File: config.mk
export PLATFORM = sky130hd
export DESIGN_NAME = xlat_buf
export DESIGN_NICKNAME = d
export VERILOG_FILES = /design/src/rtl/xlat_pkg.sv /design/src/rtl/xlat_lfsr.sv /design/src/rtl/xlat_match.sv /design/src/rtl/xlat_store.sv /design/src/rtl/xlat_buf.sv
export SDC_FILE = /design/constraint.sdc
export NUM_CORES = 1
export LEC_CHECK = 0
export BUFFER_PORTS_ARGS = -buffer_cell sky130_fd_sc_hd__buf_2
export CAP_MARGIN = 20
export CORE_ASPECT_RATIO = 0.75
export CORE_MARGIN = 5
export CORE_UTILIZATION = 43
export DETAILED_ROUTE_END_ITERATION = 12
export SKIP_LAST_GASP = 1
export SLEW_MARGIN = 20
export SYNTH_ARGS = -nofsm -noshare
export SYNTH_HDL_FRONTEND = slang
export SYNTH_SLANG_ARGS = --single-unit
File: constraint.sdc
create_clock -name clk -period 4.3 [get_ports clk]
set_input_delay 0.215 -clock clk [delete_from_list [all_inputs] [get_ports clk]]
set_output_delay 0.215 -clock clk [all_outputs]
set_load 0.02 [all_outputs]
File: src/rtl/xlat_pkg.sv
package xlat_pkg;
  typedef enum logic [1:0] {
    ST_IDLE = 2'd0,
    ST_WAIT = 2'd1,
    ST_WB   = 2'd2
  } xlat_state_e;

  // position of the writable flag inside the protection field
  localparam int PROT_WR_BIT = 0;
endpackage

File: src/rtl/xlat_lfsr.sv
module xlat_lfsr #(
  parameter int          W    = 8,
  parameter logic [W-1:0] TAPS = 8'hB8
) (
  input  logic         clk,
  input  logic         rst,
  output logic [W-1:0] value
);
  logic [W-1:0] s_q;

  always_ff @(posedge clk) begin
    if (rst) s_q <= W'(1);
    else if (s_q[0]) s_q <= (s_q >> 1) ^ TAPS;
    else s_q <= s_q >> 1;
  end

  assign value = s_q;


  lfsr_nonzero_chk: assert property (@(posedge clk) disable iff (rst) s_q != '0);
endmodule

File: src/rtl/xlat_match.sv
module xlat_match #(
  parameter int N     = 8,
  parameter int VPN_W = 20,
  parameter int IDX_W = 3
) (
  input  logic                      clk,
  input  logic                      rst,
  input  logic [VPN_W-1:0]          key,
  input  logic [N-1:0]              ent_vld,
  input  logic [N-1:0][VPN_W-1:0]   ent_vpn,
  output logic                      hit,
  output logic [IDX_W-1:0]          hit_idx,
  output logic                      free_any,
  output logic [IDX_W-1:0]          free_idx
);
  logic [N-1:0] eq;

  for (genvar g = 0; g < N; g++) begin : g_cmp
    assign eq[g] = ent_vld[g] && (ent_vpn[g] == key);
  end

  always_comb begin
    hit_idx = '0;
    for (int i = 0; i < N; i++) begin
      if (eq[i]) hit_idx = IDX_W'(i);
    end
  end

  always_comb begin
    free_idx = '0;
    for (int i = N - 1; i >= 0; i--) begin
      if (!ent_vld[i]) free_idx = IDX_W'(i);
    end
  end

  assign hit      = |eq;
  assign free_any = ~&ent_vld;

  // a page is never resident in two slots
  match_unique_chk: assert property (@(posedge clk) disable iff (rst) $onehot0(eq));
endmodule

File: src/rtl/xlat_store.sv
module xlat_store #(
  parameter int N      = 8,
  parameter int VPN_W  = 20,
  parameter int PFN_W  = 16,
  parameter int PROT_W = 2,
  parameter int IDX_W  = 3
) (
  input  logic                     clk,
  input  logic                     rst,
  input  logic                     flush_all,
  input  logic                     ins_we,
  input  logic [IDX_W-1:0]         ins_idx,
  input  logic [VPN_W-1:0]         ins_vpn,
  input  logic [PFN_W-1:0]         ins_pfn,
  input  logic [PROT_W-1:0]        ins_prot,
  input  logic                     ins_mod,
  input  logic                     mod_set,
  input  logic [IDX_W-1:0]         mod_idx,
  output logic [N-1:0]             vld_q,
  output logic [N-1:0]             mod_q,
  output logic [N-1:0][VPN_W-1:0]  vpn_q,
  output logic [N-1:0][PFN_W-1:0]  pfn_q,
  output logic [N-1:0][PROT_W-1:0] prot_q
);
  // flags carry a reset; the payload fields do not
  always_ff @(posedge clk) begin
    if (rst) begin
      vld_q <= '0;
      mod_q <= '0;
    end else if (flush_all) begin
      vld_q <= '0;
      mod_q <= '0;
    end else begin
      if (ins_we) begin
        vld_q[ins_idx] <= 1'b1;
        mod_q[ins_idx] <= ins_mod;
      end
      if (mod_set) mod_q[mod_idx] <= 1'b1;
    end
  end

  always_ff @(posedge clk) begin
    if (ins_we) begin
      vpn_q[ins_idx]  <= ins_vpn;
      pfn_q[ins_idx]  <= ins_pfn;
      prot_q[ins_idx] <= ins_prot;
    end
  end


  flush_clear_chk: assert property (@(posedge clk) disable iff (rst) flush_all |=> (vld_q == '0));

  ins_mod_excl_chk: assert property (@(posedge clk) disable iff (rst) !(ins_we && mod_set));
endmodule

File: src/rtl/xlat_buf.sv
module xlat_buf #(
  parameter int          NUM_ENT = 8,
  parameter int          VPN_W   = 20,
  parameter int          PFN_W   = 16,
  parameter int          PROT_W  = 2,
  parameter int          LFSR_W  = 8,
  parameter logic [7:0]  LFSR_TAPS = 8'hB8
) (
  input  logic              clk,
  input  logic              rst,
  input  logic              flush,
  input  logic              lk_valid,
  input  logic [VPN_W-1:0]  lk_vpn,
  input  logic              lk_write,
  output logic              lk_ready,
  output logic              lk_done,
  output logic              lk_hit,
  output logic [PFN_W-1:0]  lk_pfn,
  output logic [PROT_W-1:0] lk_prot,
  output logic              lk_prot_fault,
  output logic              lk_page_fault,
  output logic              pt_req,
  output logic [VPN_W-1:0]  pt_req_vpn,
  input  logic              pt_rsp_valid,
  input  logic              pt_rsp_present,
  input  logic [PFN_W-1:0]  pt_rsp_pfn,
  input  logic [PROT_W-1:0] pt_rsp_prot,
  input  logic              pt_rsp_mod,
  output logic              wb_valid,
  output logic [VPN_W-1:0]  wb_vpn,
  input  logic              wb_ready
);
  import xlat_pkg::*;

  localparam int IDX_W = (NUM_ENT > 1) ? $clog2(NUM_ENT) : 1;

  xlat_state_e state_q;

  logic [NUM_ENT-1:0]             vld_a, mod_a;
  logic [NUM_ENT-1:0][VPN_W-1:0]  vpn_a;
  logic [NUM_ENT-1:0][PFN_W-1:0]  pfn_a;
  logic [NUM_ENT-1:0][PROT_W-1:0] prot_a;

  logic             m_hit, free_any;
  logic [IDX_W-1:0] hit_idx, free_idx, victim, vic_q;
  logic [LFSR_W-1:0] lfsr_v;

  logic             req_wr_q, flush_pend_q;
  logic [PFN_W-1:0] rsp_pfn_q;
  logic [PROT_W-1:0] rsp_prot_q;
  logic             rsp_mod_q;

  logic accept, flush_do, need_wb;
  logic ins_from_rsp, ins_from_q, ins_we;
  logic [IDX_W-1:0]  ins_idx;
  logic [PFN_W-1:0]  src_pfn;
  logic [PROT_W-1:0] src_prot;
  logic              src_mod, src_wr_ok, ins_mod;
  logic              mod_set;
  logic [PROT_W-1:0] hit_prot;
  logic              hit_wr_ok;

  xlat_lfsr #(.W(LFSR_W), .TAPS(LFSR_TAPS[LFSR_W-1:0])) u_rand (
    .clk(clk), .rst(rst), .value(lfsr_v)
  );

  xlat_match #(.N(NUM_ENT), .VPN_W(VPN_W), .IDX_W(IDX_W)) u_match (
    .clk(clk), .rst(rst), .key(lk_vpn), .ent_vld(vld_a), .ent_vpn(vpn_a),
    .hit(m_hit), .hit_idx(hit_idx), .free_any(free_any), .free_idx(free_idx)
  );

  // control decode
  assign flush_do = (state_q == ST_IDLE) && (flush || flush_pend_q);
  assign lk_ready = (state_q == ST_IDLE) && !flush && !flush_pend_q;
  assign accept   = lk_valid && lk_ready;

  assign victim  = free_any ? free_idx
                            : IDX_W'(lfsr_v % LFSR_W'(NUM_ENT));
  assign need_wb = vld_a[victim] && mod_a[victim];

  assign hit_prot  = prot_a[hit_idx];
  assign hit_wr_ok = hit_prot[PROT_WR_BIT];
  assign mod_set   = accept && m_hit && lk_write && hit_wr_ok;

  assign ins_from_rsp = (state_q == ST_WAIT) && pt_rsp_valid && pt_rsp_present && !need_wb;
  assign ins_from_q   = (state_q == ST_WB) && wb_ready;
  assign ins_we       = ins_from_rsp || ins_from_q;
  assign ins_idx      = ins_from_q ? vic_q : victim;
  assign src_pfn      = ins_from_q ? rsp_pfn_q  : pt_rsp_pfn;
  assign src_prot     = ins_from_q ? rsp_prot_q : pt_rsp_prot;
  assign src_mod      = ins_from_q ? rsp_mod_q  : pt_rsp_mod;
  assign src_wr_ok    = src_prot[PROT_WR_BIT];
  assign ins_mod      = src_mod || (req_wr_q && src_wr_ok);

  xlat_store #(
    .N(NUM_ENT), .VPN_W(VPN_W), .PFN_W(PFN_W), .PROT_W(PROT_W), .IDX_W(IDX_W)
  ) u_store (
    .clk(clk), .rst(rst), .flush_all(flush_do),
    .ins_we(ins_we), .ins_idx(ins_idx), .ins_vpn(pt_req_vpn),
    .ins_pfn(src_pfn), .ins_prot(src_prot), .ins_mod(ins_mod),
    .mod_set(mod_set), .mod_idx(hit_idx),
    .vld_q(vld_a), .mod_q(mod_a), .vpn_q(vpn_a), .pfn_q(pfn_a), .prot_q(prot_a)
  );

  // sequencing and registered results
  always_ff @(posedge clk) begin
    if (rst) begin
      state_q       <= ST_IDLE;
      pt_req        <= 1'b0;
      pt_req_vpn    <= '0;
      req_wr_q      <= 1'b0;
      wb_valid      <= 1'b0;
      wb_vpn        <= '0;
      vic_q         <= '0;
      rsp_pfn_q     <= '0;
      rsp_prot_q    <= '0;
      rsp_mod_q     <= 1'b0;
      flush_pend_q  <= 1'b0;
      lk_done       <= 1'b0;
      lk_hit        <= 1'b0;
      lk_pfn        <= '0;
      lk_prot       <= '0;
      lk_prot_fault <= 1'b0;
      lk_page_fault <= 1'b0;
    end else begin
      lk_done       <= 1'b0;
      lk_hit        <= 1'b0;
      lk_prot_fault <= 1'b0;
      lk_page_fault <= 1'b0;

      if (flush && state_q != ST_IDLE) flush_pend_q <= 1'b1;
      else if (flush_do)               flush_pend_q <= 1'b0;

      unique case (state_q)
        ST_IDLE: begin
          if (accept) begin
            if (m_hit) begin
              lk_done       <= 1'b1;
              lk_hit        <= 1'b1;
              lk_pfn        <= pfn_a[hit_idx];
              lk_prot       <= hit_prot;
              lk_prot_fault <= lk_write && !hit_wr_ok;
            end else begin
              state_q    <= ST_WAIT;
              pt_req     <= 1'b1;
              pt_req_vpn <= lk_vpn;
              req_wr_q   <= lk_write;
            end
          end
        end
        ST_WAIT: begin
          if (pt_rsp_valid) begin
            pt_req     <= 1'b0;
            rsp_pfn_q  <= pt_rsp_pfn;
            rsp_prot_q <= pt_rsp_prot;
            rsp_mod_q  <= pt_rsp_mod;
            vic_q      <= victim;
            if (!pt_rsp_present) begin
              state_q       <= ST_IDLE;
              lk_done       <= 1'b1;
              lk_page_fault <= 1'b1;
            end else if (need_wb) begin
              state_q  <= ST_WB;
              wb_valid <= 1'b1;
              wb_vpn   <= vpn_a[victim];
            end else begin
              state_q       <= ST_IDLE;
              lk_done       <= 1'b1;
              lk_pfn        <= pt_rsp_pfn;
              lk_prot       <= pt_rsp_prot;
              lk_prot_fault <= req_wr_q && !src_wr_ok;
            end
          end
        end
        ST_WB: begin
          if (wb_ready) begin
            wb_valid      <= 1'b0;
            state_q       <= ST_IDLE;
            lk_done       <= 1'b1;
            lk_pfn        <= rsp_pfn_q;
            lk_prot       <= rsp_prot_q;
            lk_prot_fault <= req_wr_q && !src_wr_ok;
          end
        end
        default: state_q <= ST_IDLE;
      endcase
    end
  end


  req_hold_chk: assert property (@(posedge clk) disable iff (rst)
    (pt_req && !pt_rsp_valid) |=> (pt_req && $stable(pt_req_vpn)));

  wb_hold_chk: assert property (@(posedge clk) disable iff (rst)
    (wb_valid && !wb_ready) |=> (wb_valid && $stable(wb_vpn)));

  wb_req_excl_chk: assert property (@(posedge clk) disable iff (rst) !(wb_valid && pt_req));

  pf_nohit_chk: assert property (@(posedge clk) disable iff (rst)
    lk_page_fault |-> (lk_done && !lk_hit && !lk_prot_fault));

  prot_fault_done_chk: assert property (@(posedge clk) disable iff (rst) lk_prot_fault |-> lk_done);

  flush_idle_chk: assert property (@(posedge clk) disable iff (rst)
    (flush && wb_valid) |=> (wb_valid || lk_done));
endmodule

==> impl_results.html, run 1 <==
<table>
<tr><th>Metric</th><th>Value</th></tr>
<tr><th colspan="2">Outcome</th></tr>
<tr><td>Result of the run</td><td>finished clean</td></tr>
<tr><th colspan="2">Global routing</th></tr>
<tr><td>First-pass GRT wire length</td><td>90,900 um</td></tr>
<tr><td>Via count of the first global-routing pass</td><td>between 10,000 and 15,000</td></tr>
<tr><td>Largest net degree at the start of global routing</td><td>slightly above 80</td></tr>
<tr><td>GRT Total Usage</td><td>about a quarter</td></tr>
<tr><td>Total congestion overflow after global routing</td><td>0</td></tr>
<tr><td>Number of antenna violations at the first check in global routing</td><td>2</td></tr>
<tr><th colspan="2">Detailed routing</th></tr>
<tr><td>Count of unresolved DRC violations after routing</td><td>0</td></tr>
<tr><td>Starting DRC count in detailed routing</td><td>approximately 1,500</td></tr>
<tr><td>Pre-Repair DR Iteration Count</td><td>6</td></tr>
<tr><td>Via-to-Cell Ratio</td><td>5.90</td></tr>
<tr><td>Wire length reported by the detailed router</td><td>just over 60,000 um</td></tr>
<tr><td>Wire per inst</td><td>around 25 um</td></tr>
<tr><td>Vias</td><td>14,131</td></tr>
<tr><td>Post-route antenna net violation count</td><td>0</td></tr>
<tr><th colspan="2">Power and ir drop</th></tr>
<tr><td>P per Cell Area</td><td>between 300 and 400 nW/um^2</td></tr>
<tr><td>Worst vdd rail ir drop</td><td>between 0.0003 and 0.0004 V</td></tr>
<tr><td>Leakage power</td><td>between 7 and 8 nW</td></tr>
<tr><th colspan="2">Clocking</th></tr>
<tr><td>Post-CTS sizing</td><td>0</td></tr>
<tr><td>Buffers from clock root to sink, at most</td><td>3</td></tr>
<tr><td>Clock network latency to the later pin of the worst-skew pair</td><td>0.55 ns</td></tr>
<tr><td>Clock tree from TritonCTS</td><td>yes</td></tr>
<tr><td>Number of clock buffers inserted by TritonCTS</td><td>43</td></tr>
<tr><td>CTS root buffer</td><td>sky130_fd_sc_hd__clkbuf_16</td></tr>
<tr><td>Num Clock Sinks</td><td>418</td></tr>
<tr><td>Clk slew on worst S/H paths</td><td>roughly 0.06 ns</td></tr>
<tr><td>Maximum level of the CTS H-tree</td><td>2</td></tr>
<tr><td>CTS Hold Buffers Added</td><td>22</td></tr>
<tr><td>Post-CTS Repair Setup Buffers</td><td>0</td></tr>
<tr><th colspan="2">Timing</th></tr>
<tr><td>Max Transition Viols Final</td><td>0</td></tr>
<tr><td>Achievable clock frequency</td><td>262 MHz</td></tr>
<tr><td>Slew at the pin with the worst max-slew slack</td><td>0.976 ns</td></tr>
<tr><td>Setup violators final</td><td>0</td></tr>
<tr><td>Count of final hold-check violations</td><td>0</td></tr>
<tr><td>Worst clock skew</td><td>around 0.017 ns</td></tr>
<tr><td>RSZ-0062 raised after global routing</td><td>no</td></tr>
<tr><td>Period utilization</td><td>88.9%</td></tr>
<tr><td>Rel. slew slack</td><td>34.9%</td></tr>
<tr><td>Min Clock Period, post-route</td><td>3.82 ns</td></tr>
<tr><td>Worst hold slack</td><td>approximately 0.089 ns</td></tr>
<tr><th colspan="2">Critical path</th></tr>
<tr><td>Highest net fanout along the worst path</td><td>14</td></tr>
<tr><td>Crit path cell chain</td><td>xnor2_1, or4b_1, nor4_2, nand2_1, and2_1, o211a_1, a211oi_1, or2_1, o21ai_0</td></tr>
<tr><td>Critical Path Slowest Stage Cell</td><td>sky130_fd_sc_hd__a211oi_1</td></tr>
<tr><td>Crit path largest cell delay</td><td>0.53 ns</td></tr>
<tr><td>Category of the most critical setup path</td><td>register to register</td></tr>
<tr><td>Worst Setup Start Kind</td><td>register</td></tr>
<tr><td>Data arrival at the endpoint of the critical path</td><td>around 4.2 ns</td></tr>
<tr><td>Critical path data required time</td><td>about 4.7 ns</td></tr>
<tr><td>Worst setup slack for register-to-register paths</td><td>roughly 0.48 ns</td></tr>
<tr><td>Worst setup EP type</td><td>register</td></tr>
<tr><th colspan="2">Logic synthesis</th></tr>
<tr><td>Post-synthesis adder-cell area fraction</td><td>0.325%</td></tr>
<tr><td>Dominant synthesized flop cell</td><td>sky130_fd_sc_hd__edfxtp_1</td></tr>
<tr><td>Count of yosys warnings during synthesis</td><td>0</td></tr>
<tr><td>Post-synthesis xor/xnor area fraction</td><td>7.42%</td></tr>
<tr><td>Area fraction of the dominant cell type after synthesis</td><td>roughly 47%</td></tr>
<tr><td>Multiplexer fraction of the synthesized cell area</td><td>3.83%</td></tr>
<tr><td>Post-synthesis sequential element count</td><td>roughly 420</td></tr>
<tr><td>Count of flip-flops with a built-in enable after synthesis</td><td>304</td></tr>
<tr><td>Most frequently used cell type in the post-synthesis netlist</td><td>sky130_fd_sc_hd__edfxtp_1</td></tr>
<tr><td>Per-instance average area after synthesis</td><td>roughly 12 sq um</td></tr>
<tr><td>Synth Area in Compound Gates</td><td>between 10 and 15%</td></tr>
<tr><td>Net count of the mapped netlist</td><td>1,712</td></tr>
<tr><td>Cell Area, Synth</td><td>about 19,000 sq um</td></tr>
<tr><td>Combinational family with the most area after synthesis</td><td>simple AND/OR/NAND/NOR gates</td></tr>
<tr><td>Simple-Gate Fraction of Synth Area</td><td>~15%</td></tr>
<tr><td>Syn Inst Count</td><td>~1,700</td></tr>
<tr><td>Library cell with the largest summed area after synthesis</td><td>sky130_fd_sc_hd__edfxtp_1</td></tr>
<tr><td>Post-synth top cells</td><td>sky130_fd_sc_hd__edfxtp_1 (304), sky130_fd_sc_hd__nand2_1 (264), sky130_fd_sc_hd__dfxtp_1 (114)</td></tr>
<tr><td>Sequential element share of the synthesized area</td><td>approximately 59%</td></tr>
<tr><td>Synth unique cells</td><td>a little over 80</td></tr>
<tr><td>Top area cells in the synthesized netlist</td><td>sky130_fd_sc_hd__edfxtp_1 (47%), sky130_fd_sc_hd__dfxtp_1 (12%), sky130_fd_sc_hd__nand2_1 (5.1%)</td></tr>
<tr><td>Share of async-settable or async-resettable flops after synthesis</td><td>0%</td></tr>
<tr><th colspan="2">Placed design</th></tr>
<tr><td>Input/output buffers</td><td>111</td></tr>
<tr><td>Cell total after placement</td><td>roughly 2,300</td></tr>
<tr><td>Final RePlAce weighted congestion</td><td>around 0.95</td></tr>
<tr><td>HPWL Detailed</td><td>42,300 um</td></tr>
<tr><th colspan="2">Die</th></tr>
<tr><td>Std cell rows</td><td>67</td></tr>
<tr><td>I/O pin count</td><td>112</td></tr>
<tr><td>Initial Utilization</td><td>43.3%</td></tr>
<tr><td>Core Box Area</td><td>44,400 sq um</td></tr>
<tr><td>Die Outline Area</td><td>49,100 sq um</td></tr>
<tr><td>Die W</td><td>around 250 um</td></tr>
<tr><td>Die Height</td><td>193 um</td></tr>
<tr><th colspan="2">Cells and area</th></tr>
<tr><td>Layout cells sized above 1</td><td>approximately 16%</td></tr>
<tr><td>Share of the core filled with cells</td><td>49.9%</td></tr>
<tr><td>Final net count</td><td>1,829</td></tr>
<tr><td>Area overhead of the layout relative to synthesis</td><td>15.2%</td></tr>
<tr><td>Number of non-filler instances in the completed layout</td><td>about 2,400</td></tr>
<tr><th colspan="2">Run</th></tr>
<tr><td>Max-cap violation count</td><td>0</td></tr>
<tr><th colspan="2">Worst hold path</th></tr>
<tr><td>Hold Path Class</td><td>primary input to register</td></tr>
</table>
## metrics by stage
step	power [mW]	setup slack (ns)	instance area (sq um)	setup TNS (ns)
CTS	8.49	0.521	22200	0
detailed placement	5.00	0.484	20700	0
global route	8.73	0.193	22200	0
global placement	4.99	0.597	20700	0
finish	8.43	0.477	22200	0
floorplan	4.79	-0.0419	19200	-0.144
## placed cells by master (no fill, tap or decap), types with 13 or more instances in the layout
master,n
sky130_fd_sc_hd__buf_4,32
sky130_fd_sc_hd__nor2_1,69
sky130_fd_sc_hd__a31oi_1,31
sky130_fd_sc_hd__a21oi_1,29
sky130_fd_sc_hd__a211oi_1,28
sky130_fd_sc_hd__mux2_2,29
sky130_fd_sc_hd__edfxtp_1,304
sky130_fd_sc_hd__mux2i_1,41
sky130_fd_sc_hd__clkbuf_1,18
sky130_fd_sc_hd__nand3_1,83
sky130_fd_sc_hd__dfxtp_1,114
sky130_fd_sc_hd__nor3_1,14
sky130_fd_sc_hd__nand2_1,264
sky130_fd_sc_hd__a22oi_1,28
sky130_fd_sc_hd__nor4_1,19
sky130_fd_sc_hd__buf_2,111
sky130_fd_sc_hd__inv_1,24
sky130_fd_sc_hd__nand4_1,42
sky130_fd_sc_hd__xnor2_1,113
sky130_fd_sc_hd__a32o_1,17
sky130_fd_sc_hd__and3_1,25
sky130_fd_sc_hd__clkbuf_16,43
sky130_fd_sc_hd__a311oi_1,20
sky130_fd_sc_hd__dlygate4sd3_1,22
sky130_fd_sc_hd__o21ai_0,19
sky130_fd_sc_hd__o211ai_1,13
sky130_fd_sc_hd__xor2_1,50
## logic make-up after synthesis
family	Yosys count
flops	418
xor+xnor	163
fa+ha+maj	5
buf+inv	128
compound gates	280
simple gates	596
mux	70
## area by class of cell
type | instances | area, sq um
Fill cell | 3957 | 22300
Sequential cell | 418 | 11400
Multi-Input combinational cell | 1114 | 7410
Clock buffer | 68 | 1240
Timing Repair Buffer | 176 | 1240
Tap cell | 586 | 733
Inverter | 24 | 90.1
Clock inverter | 10 | 55.1
Antenna cell | 1 | 2.50
## worst max-delay path, delay by kind of cell, from the launching register on
| family | cells | cell delay (ns) |
|---|---|---|
| flops | 1 | 0.41 |
| simple gates | 5 | 1.94 |
| compound gates | 3 | 0.97 |
| xor+xnor | 1 | 0.35 |
## per-layer routing
| metal | global-route usage [%] | wire length, um | vias up |
|---|---|---|---|
| li1 | - | - | 6430 |
| met1 | 37.9 | 28100 | 6981 |
| met2 | 33.9 | 25200 | 621 |
| met3 | 6.85 | 6330 | 97 |
| met4 | 5.13 | 1310 | 2 |
| met5 | 0 | 11 | - |
## flip-flops by register name, summed over array words and instances, names as in the netlist, 16 cells and up
register and flops:
u_store.pfn_q 128, lk_pfn 16, pt_req_vpn 20, u_store.vpn_q 160, rsp_pfn_q 16, u_store.prot_q 16, wb_vpn 20
## power by group
part,internal [mW],switching (mW)
logic,0.185,0.355
clock network,1.98,1.52
registers,4.35,0.0442
total,6.51,1.92
## final timing paths
check                          from  cells past startpoint              end
setup / recovery  u_store.vpn_q[74]                      9    lk_prot_fault
hold / removal           lk_vpn[11]                      3   pt_req_vpn[11]
setup reg to reg  u_store.vpn_q[74]                      9    lk_prot_fault
hold reg to reg     u_rand.value[7]                      1  u_rand.value[6]
Power figures use the tool's default switching activity.
==> run 2: changes to the inputs <==
==> constraint.sdc (replaced) <==
create_clock -name clk -period 3.05 [get_ports clk]
set_input_delay 0.1525 -clock clk [delete_from_list [all_inputs] [get_ports clk]]
set_output_delay 0.1525 -clock clk [all_outputs]
set_load 0.02 [all_outputs]
==> impl_results.html, run 2 (synthesis gave the netlist of run 1 again) <==
<table>
<tr><th>Metric</th><th>Value</th></tr>
<tr><th colspan="2">Outcome</th></tr>
<tr><td>Result of the run</td><td>complete, but fails checks</td></tr>
<tr><td>Failing checks</td><td>setup timing</td></tr>
<tr><th colspan="2">Critical path</th></tr>
<tr><td>Worst setup EP type</td><td>register</td></tr>
<tr><td>Endpoint of the most critical register-to-register path</td><td>lk_pfn[7]</td></tr>
<tr><td>Category of the most critical setup path</td><td>register to register</td></tr>
<tr><td>Worst Setup Start Kind</td><td>register</td></tr>
<tr><td>R2R Path Start</td><td>u_store.vpn_q[43]</td></tr>
<tr><td>Critical path data required time</td><td>about 3.5 ns</td></tr>
<tr><td>Worst setup slack for register-to-register paths</td><td>-0.14 ns</td></tr>
<tr><td>Endpoint of the most critical setup path</td><td>lk_pfn[7]</td></tr>
<tr><td>Highest net fanout along the worst path</td><td>5</td></tr>
<tr><td>Data arrival at the endpoint of the critical path</td><td>approximately 3.6 ns</td></tr>
<tr><td>Worst Setup SP</td><td>u_store.vpn_q[43]</td></tr>
<tr><td>Worst Reg-to-Reg Cells</td><td>11</td></tr>
<tr><th colspan="2">Placed design</th></tr>
<tr><td>Input/output buffers</td><td>between 100 and 150</td></tr>
<tr><td>Final RePlAce weighted congestion</td><td>just over 1</td></tr>
<tr><td>HPWL Detailed</td><td>approximately 47,000 um</td></tr>
<tr><td>Placed cell areas</td><td>approximately 22,000 sq um</td></tr>
<tr><th colspan="2">Clocking</th></tr>
<tr><td>Clock tree from TritonCTS</td><td>yes</td></tr>
<tr><td>Maximum level of the CTS H-tree</td><td>2</td></tr>
<tr><td>Clk slew on worst S/H paths</td><td>0.06 ns</td></tr>
<tr><td>CTS root buffer</td><td>sky130_fd_sc_hd__clkbuf_16</td></tr>
<tr><td>Number of clock buffers inserted by TritonCTS</td><td>between 40 and 50</td></tr>
<tr><td>Clock network latency to the later pin of the worst-skew pair</td><td>between 0.5 and 0.6 ns</td></tr>
<tr><td>Buffers from clock root to sink, at most</td><td>3</td></tr>
<tr><td>Num Clock Sinks</td><td>between 400 and 500</td></tr>
<tr><th colspan="2">Cells and area</th></tr>
<tr><td>Share of the core filled with cells</td><td>between 50% and 60%</td></tr>
<tr><td>Antenna fix cells</td><td>0</td></tr>
<tr><td>Flip-flop count of the largest register, all copies and words added</td><td>160</td></tr>
<tr><td>Biggest registers after layout</td><td>u_store.vpn_q (160), u_store.pfn_q (128)</td></tr>
<tr><td>Final Instance Area</td><td>approximately 25,000 sq um</td></tr>
<tr><td>Commonest non-fill, non-tap cell in the layout</td><td>sky130_fd_sc_hd__edfxtp_1</td></tr>
<tr><td>Layout cells sized above 1</td><td>about 28%</td></tr>
<tr><td>Area overhead of the layout relative to synthesis</td><td>29.1%</td></tr>
<tr><td>Most used cells in the layout excluding fill and tap cells</td><td>sky130_fd_sc_hd__edfxtp_1 (304), sky130_fd_sc_hd__nand2_1 (261), sky130_fd_sc_hd__buf_4 (211), sky130_fd_sc_hd__buf_2 (110), sky130_fd_sc_hd__dfxtp_1 (109)</td></tr>
<tr><td>Largest Register</td><td>u_store.vpn_q</td></tr>
<tr><td>Final net count</td><td>2,048</td></tr>
<tr><th colspan="2">Die</th></tr>
<tr><td>Die Height</td><td>193 um</td></tr>
<tr><td>I/O pin count</td><td>approximately 110</td></tr>
<tr><td>Std cell rows</td><td>67</td></tr>
<tr><td>Core Box Area</td><td>44,400 sq um</td></tr>
<tr><td>Die Outline Area</td><td>49,100 sq um</td></tr>
<tr><td>Die W</td><td>254 um</td></tr>
<tr><td>Initial Utilization</td><td>43.3%</td></tr>
<tr><th colspan="2">Power and ir drop</th></tr>
<tr><td>Worst vdd rail ir drop</td><td>about 0.00035 V</td></tr>
<tr><td>Leakage power</td><td>9.43 nW</td></tr>
<tr><td>P per Cell Area</td><td>507 nW/um^2</td></tr>
<tr><td>Power Total</td><td>approximately 13 mW</td></tr>
<tr><th colspan="2">Timing</th></tr>
<tr><td>Rel. slew slack</td><td>between 40% and 50%</td></tr>
<tr><td>Setup violators final</td><td>24</td></tr>
<tr><td>Worst clock skew</td><td>0.0248 ns</td></tr>
<tr><td>Min Clock Period, post-route</td><td>about 3.2 ns</td></tr>
<tr><td>Slew at the pin with the worst max-slew slack</td><td>around 0.8 ns</td></tr>
<tr><td>Fin Setup TNS</td><td>-2.66 ns</td></tr>
<tr><td>Post-layout worst setup margin</td><td>-0.139 ns</td></tr>
<tr><td>RSZ-0062 raised after global routing</td><td>yes</td></tr>
<tr><td>Worst hold slack</td><td>roughly 0.054 ns</td></tr>
<tr><td>Count of final hold-check violations</td><td>0</td></tr>
<tr><td>Achievable clock frequency</td><td>between 300 and 400 MHz</td></tr>
<tr><td>Period utilization</td><td>105%</td></tr>
<tr><td>Max Transition Viols Final</td><td>0</td></tr>
<tr><th colspan="2">Detailed routing</th></tr>
<tr><td>Count of unresolved DRC violations after routing</td><td>0</td></tr>
<tr><td>Wire per inst</td><td>~26 um</td></tr>
<tr><td>Via-to-Cell Ratio</td><td>5.87</td></tr>
<tr><td>Post-route antenna net violation count</td><td>0</td></tr>
<tr><td>Pre-Repair DR Iteration Count</td><td>5</td></tr>
<tr><td>Starting DRC count in detailed routing</td><td>approximately 2,100</td></tr>
<tr><td>Vias</td><td>between 15,000 and 20,000</td></tr>
<tr><td>Wire length reported by the detailed router</td><td>67,000 um</td></tr>
<tr><th colspan="2">Global routing</th></tr>
<tr><td>Total congestion overflow after global routing</td><td>0</td></tr>
<tr><td>First-pass GRT wire length</td><td>approximately 100,000 um</td></tr>
<tr><td>Largest net degree at the start of global routing</td><td>81</td></tr>
<tr><td>Number of antenna violations at the first check in global routing</td><td>0</td></tr>
<tr><td>Via count of the first global-routing pass</td><td>14,642</td></tr>
<tr><td>GRT Total Usage</td><td>around a quarter</td></tr>
<tr><th colspan="2">Worst hold path</th></tr>
<tr><td>Hold Path Class</td><td>primary input to register</td></tr>
<tr><th colspan="2">Run</th></tr>
<tr><td>Max-cap violation count</td><td>0</td></tr>
</table>
-- run 2: per-layer routing --
| metal | global-route usage (%) | vias up | wire [um] |
|---|---|---|---|
| met5 | 0 | - | 0 |
| met4 | 4.85 | 0 | 1210 |
| met3 | 6.60 | 97 | 6860 |
| met2 | 36.6 | 753 | 27800 |
| met1 | 41.8 | 7657 | 31100 |
| li1 | - | 6857 | - |
-- run 2: what timing repair did --
action                     in CTS  in global routing
buffers inserted                7                 12
pin swaps                      20                 27
gates cloned                    4                  2
setup endpoints to repair      52                292
hold endpoints to repair       48                  0
resized for setup              50                 36
hold buffers                   29                  0
-- run 2: report_power, final --
| part | switching (mW) | total (mW) | internal, mW |
|---|---|---|---|
| sequential | 0.0678 | 6.20 | 6.14 |
| clock | 2.29 | 5.44 | 3.16 |
| combinational | 0.564 | 0.961 | 0.397 |
-- run 2: final cells by class --
type / count / area [sq um]
clock inverters: 20 / 164
well taps: 586 / 733
fillers: 3714 / 19600
repair buffers: 394 / 3290
flip-flops and latches: 418 / 11400
multi-input cells: 1114 / 7840
clock buffers: 62 / 1300
inverters: 24 / 90.1
-- run 2: worst min path at each step --
stage / startpoint / to / slack, ns / cells past startpoint
after global routing: lk_vpn[13] / pt_req_vpn[13] / 0.09 / 4
final: lk_vpn[11] / pt_req_vpn[11] / 0.05 / 4
after floorplan: pt_rsp_present / lk_page_fault / 0.23 / 1
after detailed placement: pt_rsp_pfn[3] / rsp_pfn_q[3] / 0.42 / 3
after global placement: pt_rsp_pfn[13] / rsp_pfn_q[13] / 0.41 / 3
after CTS: lk_vpn[13] / pt_req_vpn[13] / 0.04 / 4
-- run 2: worst max-delay path, stage by stage (launching register included) --
cell and delay (ns):
sky130_fd_sc_hd__edfxtp_1 0.44, sky130_fd_sc_hd__xnor2_2 0.35, sky130_fd_sc_hd__nand4_1 0.20, sky130_fd_sc_hd__or4_4 0.62
sky130_fd_sc_hd__o211ai_1 0.20, sky130_fd_sc_hd__buf_4 0.17, sky130_fd_sc_hd__a311oi_4 0.12, sky130_fd_sc_hd__buf_4 0.18
sky130_fd_sc_hd__nor2_4 0.22, sky130_fd_sc_hd__mux2i_1 0.12, sky130_fd_sc_hd__a211o_1 0.25, sky130_fd_sc_hd__a32o_1 0.23
-- run 2: stage by stage --
step                      worst slack, ns  cells
after floorplan                   -0.0858   1660
after CTS                         -0.0980   2604
after global placement             -0.618   2482
after global routing               -0.202   2618
final                              -0.139   2618
after detailed placement           -0.718   2482
==> run 3: changes to the inputs <==
--- a/config.mk
+++ b/config.mk
@@ -15,4 +15,5 @@
 export SLEW_MARGIN = 20
 export SYNTH_ARGS = -nofsm -noshare
 export SYNTH_HDL_FRONTEND = slang
+export SYNTH_HIERARCHICAL = 1
 export SYNTH_SLANG_ARGS = --single-unit
==> impl_results.html, run 3 <==
<table>
<tr><th>Metric</th><th>Value</th></tr>
<tr><th colspan="2">Timing</th></tr>
<tr><td>Count of final hold-check violations</td><td>0</td></tr>
<tr><td>Post-layout worst setup margin</td><td>-0.442 ns</td></tr>
<tr><td>Setup violators final</td><td>27</td></tr>
<tr><td>Rel. slew slack</td><td>a little over half</td></tr>
<tr><td>Period utilization</td><td>115%</td></tr>
<tr><td>Min Clock Period, post-route</td><td>around 3.5 ns</td></tr>
<tr><td>Achievable clock frequency</td><td>286 MHz</td></tr>
<tr><td>Worst clock skew</td><td>between 0.02 and 0.03 ns</td></tr>
<tr><td>Worst hold slack</td><td>around 0.036 ns</td></tr>
<tr><td>RSZ-0062 raised after global routing</td><td>yes</td></tr>
<tr><td>Max Transition Viols Final</td><td>0</td></tr>
<tr><td>Slew at the pin with the worst max-slew slack</td><td>slightly above 0.7 ns</td></tr>
<tr><th colspan="2">Detailed routing</th></tr>
<tr><td>Wire length reported by the detailed router</td><td>53,800 um</td></tr>
<tr><td>Vias</td><td>12,908</td></tr>
<tr><td>Wire per inst</td><td>about 23 um</td></tr>
<tr><td>Starting DRC count in detailed routing</td><td>~1,200</td></tr>
<tr><td>Pre-Repair DR Iteration Count</td><td>7</td></tr>
<tr><td>Count of unresolved DRC violations after routing</td><td>0</td></tr>
<tr><td>Via-to-Cell Ratio</td><td>around 5.5</td></tr>
<tr><td>Post-route antenna net violation count</td><td>0</td></tr>
<tr><th colspan="2">Die</th></tr>
<tr><td>Core Box Area</td><td>around 43,000 sq um</td></tr>
<tr><td>Die W</td><td>~250 um</td></tr>
<tr><td>Die Height</td><td>approximately 190 um</td></tr>
<tr><td>Die Outline Area</td><td>47,500 sq um</td></tr>
<tr><td>Initial Utilization</td><td>a little over two fifths</td></tr>
<tr><td>Std cell rows</td><td>between 60 and 70</td></tr>
<tr><td>I/O pin count</td><td>approximately 110</td></tr>
<tr><th colspan="2">Power and ir drop</th></tr>
<tr><td>Clock network fraction of design power</td><td>approximately two fifths</td></tr>
<tr><td>P per Cell Area</td><td>around 550 nW/um^2</td></tr>
<tr><td>Share of power burned in combinational logic</td><td>about a tenth</td></tr>
<tr><td>Net switching component of the power</td><td>3.14 mW</td></tr>
<tr><td>Switching Fraction</td><td>a little under a quarter</td></tr>
<tr><td>Power share of the sequential group</td><td>about half</td></tr>
<tr><td>Worst vdd rail ir drop</td><td>0.000443 V</td></tr>
<tr><td>Internal power contribution</td><td>10.0 mW</td></tr>
<tr><td>Leakage power</td><td>between 8 and 9 nW</td></tr>
<tr><td>Power Total</td><td>approximately 13 mW</td></tr>
<tr><th colspan="2">Global routing</th></tr>
<tr><td>GRT Total Usage</td><td>between 20% and 30%</td></tr>
<tr><td>Via count of the first global-routing pass</td><td>12,838</td></tr>
<tr><td>Largest net degree at the start of global routing</td><td>between 100 and 150</td></tr>
<tr><td>First-pass GRT wire length</td><td>80,800 um</td></tr>
<tr><td>Number of antenna violations at the first check in global routing</td><td>1</td></tr>
<tr><td>Total congestion overflow after global routing</td><td>0</td></tr>
<tr><th colspan="2">Cells and area</th></tr>
<tr><td>Total of fill cells in the finished design</td><td>about 3,500</td></tr>
<tr><td>Layout cells sized above 1</td><td>between 30% and 40%</td></tr>
<tr><td>Share of the core filled with cells</td><td>55.2%</td></tr>
<tr><td>Flip-flop count of the largest register, all copies and words added</td><td>160</td></tr>
<tr><td>Number of non-filler instances in the completed layout</td><td>roughly 2,300</td></tr>
<tr><td>Commonest non-fill, non-tap cell in the layout</td><td>sky130_fd_sc_hd__edfxtp_1</td></tr>
<tr><td>Largest Register</td><td>u_store/vpn_q</td></tr>
<tr><td>Biggest registers after layout</td><td>u_store/vpn_q (160), u_store/pfn_q (128)</td></tr>
<tr><td>Footprint of the multi-input gates</td><td>around 7000 sq um</td></tr>
<tr><td>Sequential Area</td><td>around 11,000 sq um</td></tr>
<tr><td>Area overhead of the layout relative to synthesis</td><td>27.8%</td></tr>
<tr><td>Most used cells in the layout excluding fill and tap cells</td><td>sky130_fd_sc_hd__edfxtp_1 (304), sky130_fd_sc_hd__buf_4 (169), sky130_fd_sc_hd__nand2_1 (122), sky130_fd_sc_hd__buf_2 (110), sky130_fd_sc_hd__xnor2_1 (108)</td></tr>
<tr><td>Antenna fix cells</td><td>0</td></tr>
<tr><td>Final net count</td><td>between 1,500 and 2,000</td></tr>
<tr><th colspan="2">Logic synthesis</th></tr>
<tr><td>Count of flip-flops with a built-in enable after synthesis</td><td>just over 300</td></tr>
<tr><td>Top area cells in the synthesized netlist</td><td>sky130_fd_sc_hd__edfxtp_1 (49%), sky130_fd_sc_hd__dfxtp_1 (12%), sky130_fd_sc_hd__xnor2_1 (5.8%)</td></tr>
<tr><td>Share of async-settable or async-resettable flops after synthesis</td><td>0%</td></tr>
<tr><td>Library cell with the largest summed area after synthesis</td><td>sky130_fd_sc_hd__edfxtp_1</td></tr>
<tr><td>Most frequently used cell type in the post-synthesis netlist</td><td>sky130_fd_sc_hd__edfxtp_1</td></tr>
<tr><td>Net count of the mapped netlist</td><td>1,465</td></tr>
<tr><td>Synth unique cells</td><td>61</td></tr>
<tr><td>Syn Inst Count</td><td>roughly 1,400</td></tr>
<tr><td>Post-synth top cells</td><td>sky130_fd_sc_hd__edfxtp_1 (304), sky130_fd_sc_hd__nand2_1 (125), sky130_fd_sc_hd__xnor2_1 (123)</td></tr>
<tr><td>Post-synthesis sequential element count</td><td>418</td></tr>
<tr><td>Per-instance average area after synthesis</td><td>around 13 sq um</td></tr>
<tr><td>Count of yosys warnings during synthesis</td><td>6</td></tr>
<tr><td>Area fraction of the dominant cell type after synthesis</td><td>49.1%</td></tr>
<tr><td>Cell Area, Synth</td><td>18,600 sq um</td></tr>
<tr><td>Sequential element share of the synthesized area</td><td>61.4%</td></tr>
<tr><td>Dominant synthesized flop cell</td><td>sky130_fd_sc_hd__edfxtp_1</td></tr>
<tr><th colspan="2">Critical path</th></tr>
<tr><td>Worst Setup SP</td><td>u_store/vpn_q[119]</td></tr>
<tr><td>Worst setup EP type</td><td>register</td></tr>
<tr><td>Data arrival at the endpoint of the critical path</td><td>3.90 ns</td></tr>
<tr><td>Worst Setup Start Kind</td><td>register</td></tr>
<tr><td>Critical path data required time</td><td>roughly 3.5 ns</td></tr>
<tr><td>Category of the most critical setup path</td><td>register to register</td></tr>
<tr><td>Highest net fanout along the worst path</td><td>6</td></tr>
<tr><td>R2R Path Start</td><td>u_store/vpn_q[119]</td></tr>
<tr><th colspan="2">Placed design</th></tr>
<tr><td>Input/output buffers</td><td>111</td></tr>
<tr><td>Cell total after placement</td><td>2,201</td></tr>
<tr><td>Final RePlAce weighted congestion</td><td>roughly 0.93</td></tr>
<tr><td>HPWL Detailed</td><td>36,500 um</td></tr>
<tr><th colspan="2">Clocking</th></tr>
<tr><td>Num Clock Sinks</td><td>~420</td></tr>
<tr><td>Buffers from clock root to sink, at most</td><td>3</td></tr>
<tr><td>Clock network latency to the later pin of the worst-skew pair</td><td>~0.56 ns</td></tr>
<tr><td>CTS root buffer</td><td>sky130_fd_sc_hd__clkbuf_16</td></tr>
<tr><td>Number of clock buffers inserted by TritonCTS</td><td>44</td></tr>
<tr><td>Clock tree from TritonCTS</td><td>yes</td></tr>
<tr><td>Clk slew on worst S/H paths</td><td>0.06 ns</td></tr>
<tr><td>Maximum level of the CTS H-tree</td><td>2</td></tr>
<tr><th colspan="2">Outcome</th></tr>
<tr><td>Failing checks</td><td>setup timing</td></tr>
<tr><td>Result of the run</td><td>complete, but fails checks</td></tr>
<tr><th colspan="2">Run</th></tr>
<tr><td>Max-cap violation count</td><td>0</td></tr>
<tr><th colspan="2">Worst hold path</th></tr>
<tr><td>Hold Path Class</td><td>primary input to register</td></tr>
<tr><td>Hold Startpoint</td><td>lk_vpn[2]</td></tr>
</table>
-- run 3: cell types whose count changed in the layout (fill, tap and decap cells not counted), moves of 14 or more --
cell,before,now
sky130_fd_sc_hd__nor2b_1,6,66
sky130_fd_sc_hd__inv_1,24,8
sky130_fd_sc_hd__a31oi_1,31,1
sky130_fd_sc_hd__nor2_1,67,52
sky130_fd_sc_hd__nand2_1,261,122
sky130_fd_sc_hd__mux4_2,0,36
sky130_fd_sc_hd__buf_4,211,169
sky130_fd_sc_hd__o21ai_0,18,4
sky130_fd_sc_hd__a21oi_1,29,106
sky130_fd_sc_hd__a311oi_1,20,1
sky130_fd_sc_hd__and3_1,23,2
sky130_fd_sc_hd__a32o_1,17,0
sky130_fd_sc_hd__nand3_1,83,12
sky130_fd_sc_hd__a211oi_1,25,88
-- run 3: cell families after synthesis --
group                    synth area share, %
XOR/XNOR                                7.72
AND/OR/NAND/NOR                         9.44
flip-flops                              61.4
adder cells (fa/ha/maj)                0.404
multiplexers                            8.45
AO/OA/AOI/OAI                           9.69
buffers and inverters                   2.92
-- run 3: repair_timing --
action | in CTS | in global routing
cloned | 2 | 2
pin swaps | 37 | 30
hold buffers | 33 | 0
setup endpoints to repair | 35 | 334
hold endpoints to repair | 32 | 0
gates resized for setup | 44 | 32
setup buffers | 10 | 11
-- run 3: critical path, cell delays in order, from the launching register on --
cell and delay, ns:
sky130_fd_sc_hd__edfxtp_1 0.40, sky130_fd_sc_hd__xnor2_1 0.40, sky130_fd_sc_hd__nand4_1 0.21, sky130_fd_sc_hd__nor4_2 0.33, sky130_fd_sc_hd__nand4_1 0.18, sky130_fd_sc_hd__a21boi_2 0.21
sky130_fd_sc_hd__o21ai_4 0.14, sky130_fd_sc_hd__buf_12 0.16, sky130_fd_sc_hd__mux4_2 0.49, sky130_fd_sc_hd__mux2_4 0.29, sky130_fd_sc_hd__and3_4 0.18, sky130_fd_sc_hd__nor4bb_4 0.16
sky130_fd_sc_hd__nand3_1 0.11, sky130_fd_sc_hd__o21ai_1 0.06
-- run 3: worst paths after layout --
check	endpoint	slack, ns	cells past startpoint
min	pt_req_vpn[2]	0.04	4
min reg2reg	u_rand/value[6]	0.44	1
max	u_store/mod_q[7]	-0.44	13
max reg2reg	u_store/mod_q[7]	-0.44	13
-- run 3: layout make-up --
type                       count  area share, %
clock buffer                  63           5.32
clock inverter                17          0.821
inverter                       8          0.126
multi-input combinational    890           29.8
sequential                   418           48.1
tap                          578           3.04
timing repair buffer         359           12.8
-- run 3: power groups by stage --
stage                     clock, mW  sequential (mW)  combinational (mW)
after floorplan                   0             6.51               0.665
after global placement            0             6.46                1.26
after detailed placement          0             6.46                1.27
after CTS                      5.51             6.34                1.37
after global routing           5.77             6.36                1.48
final                          5.43             6.34                1.39
-- run 3: per-stage QoR --
step	instance area, sq um	TNS, ns	setup WS [ns]
after floorplan	18700	-19.34	-0.520
after global placement	21300	-17.59	-0.767
after detailed placement	21300	-17.56	-0.771
after CTS	23500	-6.96	-0.309
after global routing	23800	-14.14	-0.543
final	23800	-10.37	-0.442
-- run 3: routing by layer --
layer	up-vias	global-route usage (%)	wire length, um
li1	5897	-	-
met1	6559	34.0	25500
met2	394	33.1	24100
met3	56	3.70	3510
met4	2	3.94	780
met5	-	0	13
